File: config.mk
export PLATFORM = sky130hd
export DESIGN_NAME = pwm_evt_router
export DESIGN_NICKNAME = d
export VERILOG_FILES = /design/src/rtl/pwm_evt_pkg.sv /design/src/rtl/evt_ctl_reg.sv /design/src/rtl/evt_edge_bank.sv /design/src/rtl/adc1_skip_ctr.sv /design/src/rtl/pwm_evt_router.sv
export SDC_FILE = /design/constraint.sdc
export NUM_CORES = 1
export LEC_CHECK = 0
export BUFFER_PORTS_ARGS = -buffer_cell sky130_fd_sc_hd__buf_2
export CAP_MARGIN = 40
export CORE_MARGIN = 2
export CORE_UTILIZATION = 54
export CTS_BUF_LIST = sky130_fd_sc_hd__clkbuf_4 sky130_fd_sc_hd__clkbuf_8 sky130_fd_sc_hd__clkbuf_16
export CTS_CLUSTER_DIAMETER = 60
export DETAILED_ROUTE_END_ITERATION = 8
export PLACE_DENSITY = 0.82
export SKIP_CTS_REPAIR_TIMING = 1
export SLEW_MARGIN = 20
export SYNTH_ARGS = -nofsm -noshare
export SYNTH_HDL_FRONTEND = slang
export SYNTH_SLANG_ARGS = --single-unit
File: constraint.sdc
create_clock -name clk -period 3.06 [get_ports clk]
set_input_delay 0.306 -clock clk [delete_from_list [all_inputs] [get_ports clk]]
set_output_delay 0.306 -clock clk [all_outputs]
set_load 0.01 [all_outputs]
File: src/rtl/pwm_evt_pkg.sv
package pwm_evt_pkg;

    localparam int CTL_W  = 16;
    localparam int STAT_N = 4;
    localparam int CMP_N  = 3;
    localparam int OFS_W  = 5;

    typedef enum logic [1:0] {
        TB_EOC  = 2'b00,
        TB_CMPA = 2'b01,
        TB_ADC1 = 2'b10,
        TB_OFF  = 2'b11
    } tb_sel_e;

    // bit 15..12 status enables {fault, climit, ffwd, sync}
    // bit 11..10 spare, 9..8 selector, 7..5 trigger-2 gates {C,B,A}, 4..0 skip
    typedef struct packed {
        logic [STAT_N-1:0] st_en;
        logic [1:0]        spare;
        tb_sel_e           tb_sel;
        logic [CMP_N-1:0]  a2_en;
        logic [OFS_W-1:0]  ofs;
    } evt_ctl_t;

endpackage

File: src/rtl/evt_ctl_reg.sv
module evt_ctl_reg
    import pwm_evt_pkg::*;
(
    input  logic             clk,
    input  logic             rst_n,
    input  logic             wr_i,
    input  logic [CTL_W-1:0] wdata_i,
    output evt_ctl_t         ctl_o
);
    evt_ctl_t ctl_d, ctl_q;

    always_comb begin
        ctl_d = ctl_q;
        if (wr_i) ctl_d = evt_ctl_t'(wdata_i);
    end

    always_ff @(posedge clk or negedge rst_n) begin
        if (!rst_n) ctl_q <= '0;
        else        ctl_q <= ctl_d;
    end

    assign ctl_o = ctl_q;


    ctl_hold_chk: assert property (@(posedge clk) disable iff (!rst_n)
        !wr_i |=> (ctl_q == $past(ctl_q)));
endmodule

File: src/rtl/evt_edge_bank.sv
module evt_edge_bank #(
    parameter int N = 4
) (
    input  logic         clk,
    input  logic         rst_n,
    input  logic [N-1:0] lvl_i,
    output logic [N-1:0] rise_o
);
    logic [N-1:0] prev_d, prev_q;

    always_comb begin
        prev_d = lvl_i;
    end

    always_ff @(posedge clk or negedge rst_n) begin
        if (!rst_n) prev_q <= '0;
        else        prev_q <= prev_d;
    end

    for (genvar g = 0; g < N; g++) begin : g_bit
        assign rise_o[g] = lvl_i[g] & ~prev_q[g];


        rise_once_chk: assert property (@(posedge clk) disable iff (!rst_n)
            rise_o[g] |=> !rise_o[g]);
    end
endmodule

File: src/rtl/adc1_skip_ctr.sv
module adc1_skip_ctr #(
    parameter int OFS_W = 5
) (
    input  logic             clk,
    input  logic             rst_n,
    input  logic             load_i,
    input  logic [OFS_W-1:0] load_val_i,
    input  logic [OFS_W-1:0] ofs_i,
    input  logic             evt_i,
    output logic             fire_o
);
    logic [OFS_W-1:0] cnt_d, cnt_q;
    logic             fire;

    always_comb begin
        cnt_d = cnt_q;
        fire  = 1'b0;
        if (load_i) begin
            cnt_d = load_val_i;
        end else if (evt_i) begin
            if (cnt_q == '0) begin
                fire  = 1'b1;
                cnt_d = ofs_i;
            end else begin
                cnt_d = cnt_q - 1'b1;
            end
        end
    end

    always_ff @(posedge clk or negedge rst_n) begin
        if (!rst_n) cnt_q <= '0;
        else        cnt_q <= cnt_d;
    end

    assign fire_o = fire;


    cnt_bound_chk: assert property (@(posedge clk) disable iff (!rst_n)
        cnt_q <= ofs_i);


    reload_chk: assert property (@(posedge clk) disable iff (!rst_n)
        fire_o |=> (cnt_q == ofs_i));


    write_load_chk: assert property (@(posedge clk) disable iff (!rst_n)
        load_i |=> (cnt_q == $past(load_val_i) && !$past(fire_o)));
endmodule

File: src/rtl/pwm_evt_router.sv
module pwm_evt_router
    import pwm_evt_pkg::*;
(
    input  logic        clk,
    input  logic        rst_n,
    input  logic        ctl_wr,
    input  logic [15:0] ctl_wdata,
    input  logic        eoc_pulse,
    input  logic        cmpa_pulse,
    input  logic        cmpb_pulse,
    input  logic        cmpc_pulse,
    input  logic        flt_lvl,
    input  logic        clim_lvl,
    input  logic        ffwd_lvl,
    input  logic        sync_lvl,
    output logic        irq_o,
    output logic        adc1_trig_o,
    output logic        adc2_trig_o
);
    typedef struct packed {
        logic irq;
        logic adc1;
        logic adc2;
    } out_t;

    evt_ctl_t          ctl;
    logic [STAT_N-1:0] st_lvl, st_rise, st_hit;
    logic [CMP_N-1:0]  cmp_evt;
    logic              a1_fire, tb_evt;
    out_t              out_d, out_q;

    assign st_lvl  = {flt_lvl, clim_lvl, ffwd_lvl, sync_lvl};
    assign cmp_evt = {cmpc_pulse, cmpb_pulse, cmpa_pulse};

    evt_ctl_reg u_ctl (
        .clk     (clk),
        .rst_n   (rst_n),
        .wr_i    (ctl_wr),
        .wdata_i (ctl_wdata),
        .ctl_o   (ctl)
    );

    evt_edge_bank #(.N(STAT_N)) u_edge (
        .clk    (clk),
        .rst_n  (rst_n),
        .lvl_i  (st_lvl),
        .rise_o (st_rise)
    );

    adc1_skip_ctr #(.OFS_W(OFS_W)) u_skip (
        .clk        (clk),
        .rst_n      (rst_n),
        .load_i     (ctl_wr),
        .load_val_i (ctl_wdata[OFS_W-1:0]),
        .ofs_i      (ctl.ofs),
        .evt_i      (cmpa_pulse),
        .fire_o     (a1_fire)
    );

    always_comb begin
        unique case (ctl.tb_sel)
            TB_EOC:  tb_evt = eoc_pulse;
            TB_CMPA: tb_evt = cmpa_pulse;
            TB_ADC1: tb_evt = a1_fire;
            default: tb_evt = 1'b0;
        endcase
        st_hit     = st_rise & ctl.st_en;
        out_d.irq  = tb_evt | (|st_hit);
        out_d.adc1 = a1_fire;
        out_d.adc2 = |(cmp_evt & ctl.a2_en);
    end

    always_ff @(posedge clk or negedge rst_n) begin
        if (!rst_n) out_q <= '0;
        else        out_q <= out_d;
    end

    assign irq_o       = out_q.irq;
    assign adc1_trig_o = out_q.adc1;
    assign adc2_trig_o = out_q.adc2;


    tb_off_chk: assert property (@(posedge clk) disable iff (!rst_n)
        (ctl.tb_sel == TB_OFF && st_hit == '0) |=> !irq_o);


    a2_gate_chk: assert property (@(posedge clk) disable iff (!rst_n)
        (ctl.a2_en == '0) |=> !adc2_trig_o);


    st_gate_chk: assert property (@(posedge clk) disable iff (!rst_n)
        (ctl.st_en == '0 && !eoc_pulse && !cmpa_pulse && !a1_fire) |=> !irq_o);


    adc1_src_chk: assert property (@(posedge clk) disable iff (!rst_n)
        !cmpa_pulse |=> !adc1_trig_o);
endmodule

### Word level (Yosys, flattened, before mapping)

Index checks and enable logic that the tools add are counted.

| cells by class | value |
|---|---|
| $add $sub $neg | 1 |
| reductions and logical operators | 5 |
| mux-type cells | 7 |
| equality and inequality tests | 2 |
| bitwise gates (word level) | 11 |

Operators by type and width:

| kind | count |
|---|---|
| 5-bit 2-to-1 mux | 3 |
| 5-bit logical NOT | 1 |
| 5-bit by 1-bit subtractor with 5-bit output (second input constant) | 1 |
| 1-bit bitwise AND | 4 |
| 4-bit bitwise AND | 1 |
| 1-bit NOT | 4 |
| 4-bit OR reduction | 1 |
| 3-bit bitwise AND | 1 |
| 1-bit 2-to-1 mux | 3 |
| 1-bit case mux with 3 select lines | 1 |
| 3-bit OR reduction | 1 |
| 2-bit by 1-bit == test with 1-bit output (second input constant) | 1 |
| 2-bit == test (second input constant) | 1 |
| 2-bit logical NOT | 1 |
| 2-bit nonzero test | 1 |
| 1-bit bitwise OR | 1 |

| storage, ports and cells | value |
|---|---|
| input port bits | 27 |
| flip-flop bits (word level) | 26 |
| word-level logic and storage cells | 35 |

### Logic depth before layout (Yosys ltp)

| logic depth | value |
|---|---|
| depth in word-level cells | 6 |
| depth in mapped cells | 6 |

### By module

A second synthesis with hierarchy kept.

| unflattened totals | value |
|---|---|
| cells, all modules | 96 |
| area, all modules | 1285.0 um2 |

By module, submodules not included:

| module | cells each | area an instance (um2) | times used |
|---|---|---|---|
| evt_ctl_reg | 34 | 649.4 | 1 |
| adc1_skip_ctr | 43 | 346.6 | 1 |
| evt_edge_bank | 8 | 155.1 | 1 |
| pwm_evt_router | 11 | 133.9 | 1 |

### Worst setup path after synthesis

OpenSTA, ideal clock, no wires.

| timing path | value |
|---|---|
| kind | reg-to-reg |
| start point | reg u_skip.cnt_q[0] |
| end point | reg u_skip.cnt_q[1] |
| data required time | 2994 ps |
| stages on the path, launching flop included | 6 |
| path slack | 1348 ps |
| arrival time | 1646 ps |
| period minus slack after synthesis | 1712 ps |
| cell sequence | dfrtp_1 > inv_1 > ha_1 > or4b_4 > a2111oi_1 > a221o_1 |

| between the ends | value |
|---|---|
| cells in the longest elaborated chain, start to end | 4 |
| elaborated cells on any way between the ends | 5 |

RTL lines:

| item | line | RTL |
|---|---|---|
| start: declaration | adc1_skip_ctr.sv:12 | `logic [OFS_W-1:0] cnt_d, cnt_q;` |
| start signal: assignment | adc1_skip_ctr.sv:32 | `else cnt_q <= cnt_d;` |
| 5-bit by 1-bit subtractor with 5-bit output / 5-bit logical NOT (equally long branches) | adc1_skip_ctr.sv:25, adc1_skip_ctr.sv:21 |  |
| 5-bit 2-to-1 mux * | adc1_skip_ctr.sv:21 | `if (cnt_q == '0) begin` |
| 5-bit 2-to-1 mux * | adc1_skip_ctr.sv:20 | `end else if (evt_i) begin` |
| 5-bit 2-to-1 mux * | adc1_skip_ctr.sv:18 | `if (load_i) begin` |

Every way passes the cells marked *; elsewhere a longest branch is shown, timed or not. The select of a mux whose other input is x is not followed.
A chain may end at the register's enable or synchronous reset.

### Final worst setup path

Ends and elaborated chain as after synthesis.

==> impl_metrics.yaml <==
run_status:
  outcome: "finished clean"
worst_setup_path:
  crit_type: "reg -> reg"
  crit_fanout: 5
  cp-endpoint: "u_skip.cnt_q[1]"
  crit_family: "compound AO/OA/AOI/OAI gates"
  critical_path.slowest_cell: "or4b_4"
  r2r.worst_path.cells: 5
  critPathLaunch: "u_skip.cnt_q[0]"
  path_cells: "inv_1 -> ha_1 -> or4b_4 -> a2111oi_1 -> a221o_1"
  critPathLaunchType: "flop"
  rrSetupSlack_ns: 1.17
  r2r-end: "u_skip.cnt_q[1]"
  arrival_ns: 2.15
  required_ns: 3.32
  reg2reg_from: "u_skip.cnt_q[0]"
  cp.depth: 5
  cp-end-kind: "flop"
  crit_buf_inv: 1
  slowest_delay_ns: 0.52
detailed_routing:
  first_pass_iters: 4
  finalWirelength_um: 1974
  routed_via_density: 5.291
  postRouteAntennaNets: 0
  vias: 799
  wire_per_inst_um: 13.07
  drt_iter0_markers: 13
  remaining_drc_errors: 0
power_and_ir_drop:
  irDropWorstVdd_v: 0.0003831
  p_per_area_mw_per_mm2: 514.1
  leakagePower_uw: 0.0006136
floorplan:
  rows: 16
  dieArea_mm2: 0.002406
  die_h_um: 49.05
  die_w_um: 49.05
  core_mm2: 0.001942
  initial_core_util: 0.5644
  ioPinCount: 30
clocking:
  cts_max_level: 1
  cts_root_buf: "clkbuf_4"
  numCtsBuffers: 3
  worstSkewPairLatency_ns: 0.31
  clockBufferDepth: 2
  cts_tree: "yes"
  cts.clk_slew.worst_paths_ns: 0.13
  clock_sinks: 26
layout:
  final_common_cell: "buf_2"
  nets: 153
  layout_common_cells: "buf_2 (27), dfrtp_1 (26), mux2_2 (11)"
  antenna_cells: 0
  syn_to_final_growth_pct: 18.61
  drive_gt1_frac: 0.3468
grt:
  gr-usage-met2: 0.3174
  grt_pass1_vias: 793
  antenna_found_initial: 0
  grt_pass1_wl_um: 3263
  busiest_layer: "met2"
  gr-usage-met1: 0.2146
  overflow: 0
  track_usage: 0.1798
  use_met3: 0.02761
  grt_start_max_net_pins: 28
yosys:
  yosysSeqAreaShare: 0.5936
  synth-edff-count: 0
  avgSynthCellArea_um2: 11.54
  netlist_instances: 95
  ys.flop_type: "dfrtp_1"
  synthesis.nets: 123
  synth_cell_types: 24
  synth_area_mm2: 0.001096
  ys_async_sr_fraction: 1.000
  yosysWarnings: 0
  synth-seq-cells: 26
timing:
  tns_ns: 0
  fin_skew_ns: 0.002131
  fin_ws_ns: 1.168
  period_share: 0.6183
  min_period_ns: 1.892
  final_max_slew_viol_count: 0
  hold_violations: 0
  setup_viol: 0
  rsz0062_at_grt: "no"
  max_slew.worst_pin.slew_ns: 0.5574
  maxSlewHeadroom: 0.6284
  max_freq_ghz: 0.5286
flow_run:
  cap_violations: 0
placement:
  port_buffers: 27
  gp_congestion: 0.7961
  dp_hpwl_um: 1447
  pre_cts_ws_ns: 1.207
hold_path:
  hold_class: "in -> reg"
  holdCritStartpoint: "ffwd_lvl"
-- worst min path at each step --
| stage | to | slack (ns) | depth (start not counted) |
|---|---|---|---|
| floorplan | adc1_trig_o | 0.01 | 0 |
| global placement | u_ctl.ctl_o[5] | 0.32 | 1 |
| detailed placement | u_ctl.ctl_o[5] | 0.33 | 1 |
| CTS | u_ctl.ctl_o[5] | -0.03 | 1 |
| global route | u_edge.prev_q[3] | 0.08 | 1 |
| finish | u_edge.prev_q[1] | 0.1 | 1 |
-- stage by stage --
stage	hold WS, ns	power [uW]	cell area (um2)	std cells	util
3_3_place_gp	0.3192	498.7	1254	146	0.6456
4_1_cts	-0.03115	674.6	1290	150	0.6643
6_report	0.09974	668.3	1300	151	0.6695
5_1_grt	0.07960	700.9	1300	151	0.6695
2_1_floorplan	0.01041	463.0	1096	95	-
3_5_place_dp	0.3292	506.5	1254	146	0.6456
-- cell families (layout without fill, tap and decap cells) --
| family | after synthesis | after routing | share of synthesized area |
|---|---|---|---|
| fa+ha+maj | 1 | 1 | 0.01141 |
| simple gates | 25 | 25 | 0.1130 |
| compound gates | 18 | 18 | 0.1096 |
| mux | 13 | 13 | 0.1313 |
| flops | 26 | 26 | 0.5936 |
| buf+inv | 12 | 41 | 0.04109 |
-- layout make-up --
type / instances / area (um2)
clock buffer: 4 / 36.28
fill: 168 / 641.9
inverter: 9 / 33.78
multi-input combinational: 57 / 400.4
sequential: 26 / 650.6
tap: 27 / 33.78
timing repair buffer: 28 / 145.1
-- sequential cells by signal, indices dropped and copies added (netlist names) --
name and cells:
u_ctl.ctl_o 14, u_edge.prev_q 4, adc1_trig_o 1, irq_o 1
u_skip.cnt_q 5, adc2_trig_o 1
-- routing by layer --
| layer | up-vias | share of wire |
|---|---|---|
| li1 | 391 | - |
| met1 | 387 | 0.44 |
| met2 | 19 | 0.52 |
| met3 | 2 | 0.036 |
| met4 | 0 | 0.0071 |
| met5 | - | 0 |
-- cells in the mapped netlist (all sizes together), types with 2 or more instances --
cell type,n,area [um2]
dfrtp,26,650.6
clkbuf,2,7.510
nor2,10,37.54
o211ai,2,15.01
o22ai,3,18.77
inv,9,33.78
o21ai,6,30.03
mux2,11,123.9
nand3b,2,15.01
a21oi,2,10.01
nand2,8,30.03
mux2i,2,20.02
-- where the power goes --
group | leakage, uW | switching (uW) | internal, uW | total [uW]
sequential | 0.000309 | 23.9 | 376 | 400
combinational | 0.000284 | 47.7 | 51.9 | 99.6
clock | 0.0000210 | 95.9 | 72.7 | 169
total | 0.000614 | 167 | 501 | 668
Note: power is estimated with default switching activity, not from simulation.
